## src/rtl/ersl_pkg.sv

```systemverilog
// Package: shared state type and code-width helper for the retention controller.
// Assumes: data words of a few hundred bits at most.
package ersl_pkg;

    typedef enum logic [2:0] {
        ST_ACTIVE,
        ST_ENCODE,
        ST_SLEEP,
        ST_REFRESH,
        ST_DECODE
    } ersl_state_e;

    // Smallest number of Hamming check bits r with 2^r >= data + r + 1.
    function automatic int chk_bits(input int data_w);
        int r;
        r = 1;
        while ((1 << r) < data_w + r + 1) r++;
        return r;
    endfunction

endpackage

```

## src/rtl/ersl_ham_enc.sv

```systemverilog
// Hamming check-bit generator.
// Data bits fill the non-power-of-two positions 1..CODE_W in ascending order.
// Check bit k is the parity of every data bit whose position has bit k set.
module ersl_ham_enc import ersl_pkg::*; #(
    parameter  int DATA_W = 128,
    localparam int CHK_W  = chk_bits(DATA_W),
    localparam int CODE_W = DATA_W + CHK_W
) (
    input  logic [DATA_W-1:0] data,
    output logic [CHK_W-1:0]  chk
);

    // Purpose: fold every data bit into the parity groups its position selects.
    always_comb begin
        int d;
        chk = '0;
        d   = 0;
        for (int p = 1; p <= CODE_W; p++) begin
            if ((p & (p - 1)) != 0) begin
                for (int k = 0; k < CHK_W; k++) begin
                    if (((p >> k) & 1) == 1) chk[k] = chk[k] ^ data[d];
                end
                d++;
            end
        end
    end

endmodule

```

## src/rtl/ersl_ham_dec.sv

```systemverilog
// Single-error corrector.
// It takes the stored word and freshly recomputed check bits.
// A zero syndrome means a clean word. A power-of-two syndrome points at a check bit.
// Any other in-range syndrome points at the data bit at that Hamming position.
module ersl_ham_dec import ersl_pkg::*; #(
    parameter  int DATA_W = 128,
    localparam int CHK_W  = chk_bits(DATA_W),
    localparam int CODE_W = DATA_W + CHK_W
) (
    input  logic [DATA_W-1:0] data_in,
    input  logic [CHK_W-1:0]  chk_in,
    input  logic [CHK_W-1:0]  chk_calc,
    output logic [DATA_W-1:0] data_out,
    output logic [CHK_W-1:0]  chk_out,
    output logic              corrected
);

    logic [CHK_W-1:0] syndrome;
    logic             chk_hit;

    assign syndrome  = chk_in ^ chk_calc;
    assign chk_hit   = (syndrome != '0) && ((syndrome & (syndrome - 1'b1)) == '0);
    assign corrected = (syndrome != '0) && (int'(syndrome) <= CODE_W);
    // A check-bit error leaves the data alone, so the recomputed bits are the right ones.
    assign chk_out   = chk_hit ? chk_calc : chk_in;

    // Purpose: flip the data bit whose Hamming position equals the syndrome.
    always_comb begin
        int d;
        data_out = data_in;
        d        = 0;
        for (int p = 1; p <= CODE_W; p++) begin
            if ((p & (p - 1)) != 0) begin
                if (int'(syndrome) == p) data_out[d] = ~data_in[d];
                d++;
            end
        end
    end

endmodule

```

## src/rtl/ersl_sleep_timer.sv

```systemverilog
// Sleep interval and refresh burst timer.
// One counter serves both phases and restarts at every phase change.
// Assumes run and burst are never high together.
module ersl_sleep_timer #(
    parameter  int SLEEP_CYC = 512,
    parameter  int BURST_CYC = 16,
    localparam int LIMIT     = (SLEEP_CYC > BURST_CYC) ? SLEEP_CYC : BURST_CYC,
    localparam int CNT_W     = $clog2(LIMIT + 1)
) (
    input  logic clk,
    input  logic rst_n,
    input  logic run,
    input  logic burst,
    output logic interval_up,
    output logic burst_done
);

    logic [CNT_W-1:0] cnt;

    assign interval_up = run   && (cnt == CNT_W'(SLEEP_CYC - 1));
    assign burst_done  = burst && (cnt == CNT_W'(BURST_CYC - 1));

    // Purpose: count cycles of the current phase and clear at its end.
    always_ff @(posedge clk) begin
        if (!rst_n)                                  cnt <= '0;
        else if (interval_up || burst_done)          cnt <= '0;
        else if (run || burst)                       cnt <= cnt + 1'b1;
        else                                         cnt <= '0;
    end

    a_r5_cnt_bound: assert property (@(posedge clk) disable iff (!rst_n)
        cnt < CNT_W'(LIMIT));

endmodule

```

## src/rtl/ersl_ctrl.sv

```systemverilog
// Top of the retention controller.
// A level sleep request starts an encode walk, then sleep with gated refresh bursts.
// Dropping the request starts a decode walk that repairs single-bit errors.
// Host traffic passes through only while ready is high.
// Assumes a synchronous memory with one-cycle read latency on the mem_* port.
module ersl_ctrl import ersl_pkg::*; #(
    parameter  int WORDS          = 4096,
    parameter  int DATA_W         = 128,
    parameter  int REF_INTERVAL   = 64,
    parameter  int RETENTION_MULT = 8,
    parameter  int BURST_LEN      = 16,
    localparam int CHK_W          = chk_bits(DATA_W),
    localparam int CODE_W         = DATA_W + CHK_W,
    localparam int ADDR_W         = $clog2(WORDS),
    localparam int CNT_W          = $clog2(WORDS + 1),
    localparam int SLEEP_CYC      = REF_INTERVAL * RETENTION_MULT
) (
    input  logic              clk,
    input  logic              rst_n,
    input  logic              sleep_req,
    output logic              ready,
    output logic              pwr_gate,
    output logic              mem_refresh,
    output logic [CNT_W-1:0]  err_count,
    input  logic              host_en,
    input  logic              host_we,
    input  logic [ADDR_W-1:0] host_addr,
    input  logic [DATA_W-1:0] host_wdata,
    output logic [DATA_W-1:0] host_rdata,
    output logic              mem_en,
    output logic              mem_we,
    output logic [ADDR_W-1:0] mem_addr,
    output logic [CODE_W-1:0] mem_wdata,
    input  logic [CODE_W-1:0] mem_rdata
);

    ersl_state_e       state;
    logic              wr_phase;
    logic [ADDR_W-1:0] walk_addr;
    logic              last_word;
    logic              walking;
    logic              interval_up;
    logic              burst_done;
    logic [CHK_W-1:0]  chk_calc;
    logic [DATA_W-1:0] fix_data;
    logic [CHK_W-1:0]  fix_chk;
    logic              fix_hit;

    assign last_word   = (walk_addr == ADDR_W'(WORDS - 1));
    assign walking     = (state == ST_ENCODE) || (state == ST_DECODE);
    assign ready       = (state == ST_ACTIVE) && !sleep_req;
    assign pwr_gate    = (state == ST_SLEEP);
    assign mem_refresh = (state == ST_REFRESH);
    assign host_rdata  = mem_rdata[DATA_W-1:0];

    ersl_ham_enc #(.DATA_W(DATA_W)) u_enc (
        .data (mem_rdata[DATA_W-1:0]),
        .chk  (chk_calc)
    );

    ersl_ham_dec #(.DATA_W(DATA_W)) u_dec (
        .data_in   (mem_rdata[DATA_W-1:0]),
        .chk_in    (mem_rdata[CODE_W-1:DATA_W]),
        .chk_calc  (chk_calc),
        .data_out  (fix_data),
        .chk_out   (fix_chk),
        .corrected (fix_hit)
    );

    ersl_sleep_timer #(.SLEEP_CYC(SLEEP_CYC), .BURST_CYC(BURST_LEN)) u_timer (
        .clk         (clk),
        .rst_n       (rst_n),
        .run         (state == ST_SLEEP),
        .burst       (state == ST_REFRESH),
        .interval_up (interval_up),
        .burst_done  (burst_done)
    );

    // Purpose: sequence the mode states, the two-cycle word walk and the repair count.
    always_ff @(posedge clk) begin
        if (!rst_n) begin
            state     <= ST_ACTIVE;
            wr_phase  <= 1'b0;
            walk_addr <= '0;
            err_count <= '0;
        end else begin
            case (state)
                ST_ACTIVE: if (sleep_req) begin
                    state     <= ST_ENCODE;
                    wr_phase  <= 1'b0;
                    walk_addr <= '0;
                    err_count <= '0;
                end
                ST_ENCODE, ST_DECODE: begin
                    wr_phase <= ~wr_phase;
                    if (wr_phase) begin
                        if (state == ST_DECODE && fix_hit) err_count <= err_count + 1'b1;
                        if (last_word) begin
                            walk_addr <= '0;
                            state     <= (state == ST_ENCODE) ? ST_SLEEP : ST_ACTIVE;
                        end else begin
                            walk_addr <= walk_addr + 1'b1;
                        end
                    end
                end
                ST_SLEEP: begin
                    if (!sleep_req)       state <= ST_DECODE;
                    else if (interval_up) state <= ST_REFRESH;
                end
                ST_REFRESH: if (burst_done) state <= sleep_req ? ST_SLEEP : ST_DECODE;
                default: state <= ST_ACTIVE;
            endcase
        end
    end

    // Purpose: steer the memory port to the walk, to the host, or to idle.
    always_comb begin
        mem_en    = 1'b0;
        mem_we    = 1'b0;
        mem_addr  = '0;
        mem_wdata = '0;
        if (walking) begin
            mem_en    = 1'b1;
            mem_we    = wr_phase;
            mem_addr  = walk_addr;
            mem_wdata = (state == ST_ENCODE) ? {chk_calc, mem_rdata[DATA_W-1:0]}
                                             : {fix_chk, fix_data};
        end else if (ready) begin
            mem_en    = host_en;
            mem_we    = host_we;
            mem_addr  = host_addr;
            mem_wdata = {{CHK_W{1'b0}}, host_wdata};
        end
    end

    a_r4_gate_quiet: assert property (@(posedge clk) disable iff (!rst_n)
        pwr_gate |-> (!mem_en && !mem_refresh));

    a_r6_burst_runs: assert property (@(posedge clk) disable iff (!rst_n)
        (state == ST_REFRESH && !burst_done) |=> (state == ST_REFRESH));

    a_r9_ready_after_decode: assert property (@(posedge clk) disable iff (!rst_n)
        $rose(ready) |-> $past(state == ST_DECODE));

    a_r3_addr_range: assert property (@(posedge clk) disable iff (!rst_n)
        walk_addr <= ADDR_W'(WORDS - 1));

    a_r8_count_step: assert property (@(posedge clk) disable iff (!rst_n)
        (state == ST_DECODE) |=> (err_count == $past(err_count) ||
                                  err_count == $past(err_count) + 1'b1));

endmodule

```

## config.mk

```make
export PLATFORM = sky130hd
export DESIGN_NAME = ersl_ctrl
export DESIGN_NICKNAME = d
export VERILOG_FILES = /design/src/rtl/ersl_pkg.sv /design/src/rtl/ersl_ham_enc.sv /design/src/rtl/ersl_ham_dec.sv /design/src/rtl/ersl_sleep_timer.sv /design/src/rtl/ersl_ctrl.sv
export SDC_FILE = /design/constraint.sdc
export NUM_CORES = 1
export LEC_CHECK = 0
export ABC_AREA = 1
export BUFFER_PORTS_ARGS = -buffer_cell sky130_fd_sc_hd__buf_2
export CAP_MARGIN = 20
export CORE_AREA = 2 2 226 228
export CTS_BUF_LIST = sky130_fd_sc_hd__clkbuf_2
export DETAILED_ROUTE_END_ITERATION = 7
export DIE_AREA = 0 0 228 230
export PLACE_DENSITY_LB_ADDON = 0.25
export SYNTH_ARGS = -nofsm -noshare
export SYNTH_HDL_FRONTEND = slang
export SYNTH_SLANG_ARGS = --single-unit
```

## constraint.sdc

```tcl
create_clock -name clk -period 4.8 [get_ports clk]
set_input_delay 1.2 -clock clk [delete_from_list [all_inputs] [get_ports clk]]
set_output_delay 1.2 -clock clk [all_outputs]
set_load 0.02 [all_outputs]
```

==> key figures <==
Synth
  • Post-synthesis sequential area ratio: 0.06077
  • Syn Nets: 2781
  • Post-Syn Area: 12850 sq um
  • Post-Synthesis Cells: 2497
  • Async SR Flop Fraction: 0
  • Flops & latches, synth: 39
  • Top FF cell, synth: dfxtp_1
  • Number of synthesized flops with an enable pin: 0
  • Syn_area_per_cell: 5.145 sq um
  • YS warnings: 0
  • Cell variety after synth: 53

Final layout
  • Commonest non-fill, non-tap cell in the layout: nand2_1
  • Util after Layout: 0.4601
  • Most frequent cells in the layout: nand2_1, buf_4, buf_2
  • Area Overhead vs Synth: 78.56%
  • Final #Nets: 3524
  • Share of cells above drive strength 1: 0.5099

Worst setup path
  • Critical Path End Type: output port
  • Worst Path Arrival: 4.30 ns
  • Path depth of the worst reg2reg path: 17
  • RR Startpoint: state[0]
  • Critical Path RT: 3.60 ns
  • Setup crit start: mem_rdata[64]
  • Worst setup endpoint: mem_wdata[133]
  • Critical path fanouts, max: 7
  • CP Class: input pin to output port
  • Startpoint Class: input pin
  • Reg2reg end: err_count[8]
  • R2R Setup Slk: 1.56 ns

Timing
  • Final Slew Violations: 0
  • Fmax: 182.0 MHz
  • Tightest Pin Transition: 0.7131 ns
  • Final Critical Period: 5.496 ns
  • Fin worst setup slack: -0.6956 ns
  • Unrepaired setup endpoints after global routing: true
  • Hold Vio Cnt, Final: 0
  • Tcrit/Tclk final: 1.145
  • Final setup viols: 136
  • Worst Skew: 0.02511 ns
  • Relative slew slack: 0.5214

Die
  • Die X-Extent: 228 microns
  • Row count: 82
  • IO Count: 575
  • DIE AREA: 52440 sq um
  • DIE HEIGHT: 230 microns
  • Starting Density: 0.2577
  • Core Footprint: 49860 sq um

Clock tree
  • Sink count of the clock tree: 39
  • Cts hold-fix bufs: 0
  • Clock Pin Slew Worst Setup and Hold Paths: 0.22 ns
  • CTS H-tree depth: 2
  • Root buf cell: clkbuf_2
  • Clock Tree Buf Depth: 2
  • CTS Buf Count: 5
  • Clk_lat worst skew: 0.41 ns
  • CTS tree: done

Global routing
  • Initial antenna violation count: 3
  • Total gr overflow: 0
  • First-pass GRT wire length: 108300 microns
  • Vias in the first global route: 17190
  • Largest net degree at the start of global routing: 73
  • GR Util All Layers: 0.2721

Route
  • First-pass iteration count of the detailed router: 6
  • ANT nets after route: 0
  • Wire length per cell: 19.46 microns
  • Vias: 18670
  • DR DRC count: 0
  • First-iteration detailed-routing DRC count: 1192
  • WL final: 76160 microns
  • DR vias/cell: 4.771

Status
  • Outcome: complete, but fails checks
  • Failing checks: setup timing

Power
  • P_leak: 11.75 nW
  • Power Density: 395.1 nW/um^2
  • Peak supply drop: 0.0002264 V
  • Final Total Pwr: 9.063 mW

Place
  • DP HPWL: 60520 microns
  • PortBufs: 574
  • Placer Congestion: 0.9472

Hold path
  • Hold Startpoint: u_timer.cnt[0]
  • Worst Hold Class: flop to flop

Job
  • Max Cap Viol: 0
metal layers:
metal  wire [microns]  GRT usage  vias to the layer above
li1                 -          -                     9196
met5                8          0                        -
met4             2039    0.06066                        2
met2            36910     0.4757                      692
met1            32430     0.3589                     8698
met3             4770    0.02902                       79
worst min path at each step:
| stage | end | slack [ns] | depth (start not counted) |
|---|---|---|---|
| final | u_timer.cnt[0] | 0.47 | 1 |
| after global routing | u_timer.cnt[0] | 0.51 | 1 |
| after CTS | u_timer.cnt[0] | 0.48 | 1 |
| after detailed placement | u_timer.cnt[0] | 0.45 | 1 |
| after global placement | u_timer.cnt[0] | 0.44 | 1 |
| after floorplan | u_timer.cnt[0] | 0.42 | 1 |
report_power, final:
part           internal, mW  total, mW  switching, mW  leakage, nW
Combinational          3.58       8.49           4.91         11.4
Clock                0.0851      0.200          0.115       0.0351
Sequential            0.351      0.373         0.0218        0.316
synthesized netlist by cell type (3+ instances only):
library cell	n	area, sq um
nand4_1	16	100.1
a31oi_1	5	31.28
xor2_2	3	48.80
o21a_1	3	22.52
o21ai_0	155	775.7
nand3_1	240	1201
xor2_1	83	727.0
nor3_1	12	60.06
nand2_2	22	137.6
ha_1	3	37.54
nand3b_1	21	157.7
o21ai_1	5	25.02
clkbuf_2	5	25.02
inv_1	222	833.3
or2_1	9	56.30
nor2_1	90	337.8
dfxtp_1	39	780.8
xnor2_1	87	762.0
a21o_1	3	22.52
buf_4	143	1074
a21oi_1	149	745.7
xnor2_2	6	97.59
a22o_1	3	26.28
buf_6	3	33.78
nand3_2	9	90.09
a211oi_1	4	30.03
buf_1	5	18.77
buf_2	51	255.2
clkbuf_1	63	236.5
inv_2	41	153.9
and3_1	3	18.77
nand2_1	953	3577
nand2b_1	5	31.28
nor2_2	7	43.79
nor3b_1	6	45.04
cells by family after synthesis:
family / count (synthesis) / share of synthesized area
simple gates: 1403 / 0.4645
buf+inv: 535 / 0.2053
compound gates: 337 / 0.1370
xor+xnor: 180 / 0.1294
flops: 39 / 0.06077
fa+ha+maj: 3 / 0.002922
state kept, by name (all words and copies together) (netlist names):
name         count
u_timer.cnt     10
wr_phase         1
err_count       13
state            3
walk_addr       12
through the flow:
stage / worst slack (ns) / TNS (ns) / hold WS, ns / std cells / cell area (sq um)
after floorplan: -0.1648 / -3.270 / 0.4176 / 2497 / 13420
after global placement: -0.8724 / -86.43 / 0.4361 / 3818 / 18500
after detailed placement: -0.8604 / -82.42 / 0.4458 / 3818 / 18500
after CTS: -0.5411 / -53.61 / 0.4762 / 3897 / 21590
after global routing: -0.8882 / -87.74 / 0.5134 / 3912 / 22940
final: -0.6956 / -65.48 / 0.4742 / 3913 / 22940
worst max-delay path, stage by stage:
cell and delay (ns):
buf_2 0.16, nor2_1 0.23, nor2_2 0.07, nand2_2 0.08
nand2_1 0.07, nand2_2 0.07, nand3_1 0.09, nand2_1 0.09
nand2_1 0.06, nand2_2 0.09, inv_1 0.06, nand2_2 0.08
nand2_1 0.08, nand2_2 0.09, nand2_2 0.08, nand2_4 0.10
nand2_4 0.06, nand2_4 0.08, nand3_4 0.10, nor2_4 0.16
a21oi_2 0.07, or3_1 0.41, nand2_2 0.14, buf_12 0.13
buf_6 0.09, o21ai_2 0.05, a21oi_2 0.13, buf_4 0.16
final cells by class:
class                   count  area, sq um
diodes                      1        2.502
clock buffers               5        25.02
clock inverters             2        37.54
inverters                 265         1027
well taps                 672        840.8
fillers                  5211        26920
repair buffers           1006         8079
flip-flops and latches     39        780.7
multi-input cells        1923        12150
what timing repair did:
item                                    4_1_cts  5_1_grt
resized for setup                           618      305
buffers inserted                             68       17
endpoints found under the setup margin      136      136
cloned                                       10        4
pin swaps                                   149      108
Power figures use the tool's default switching activity.
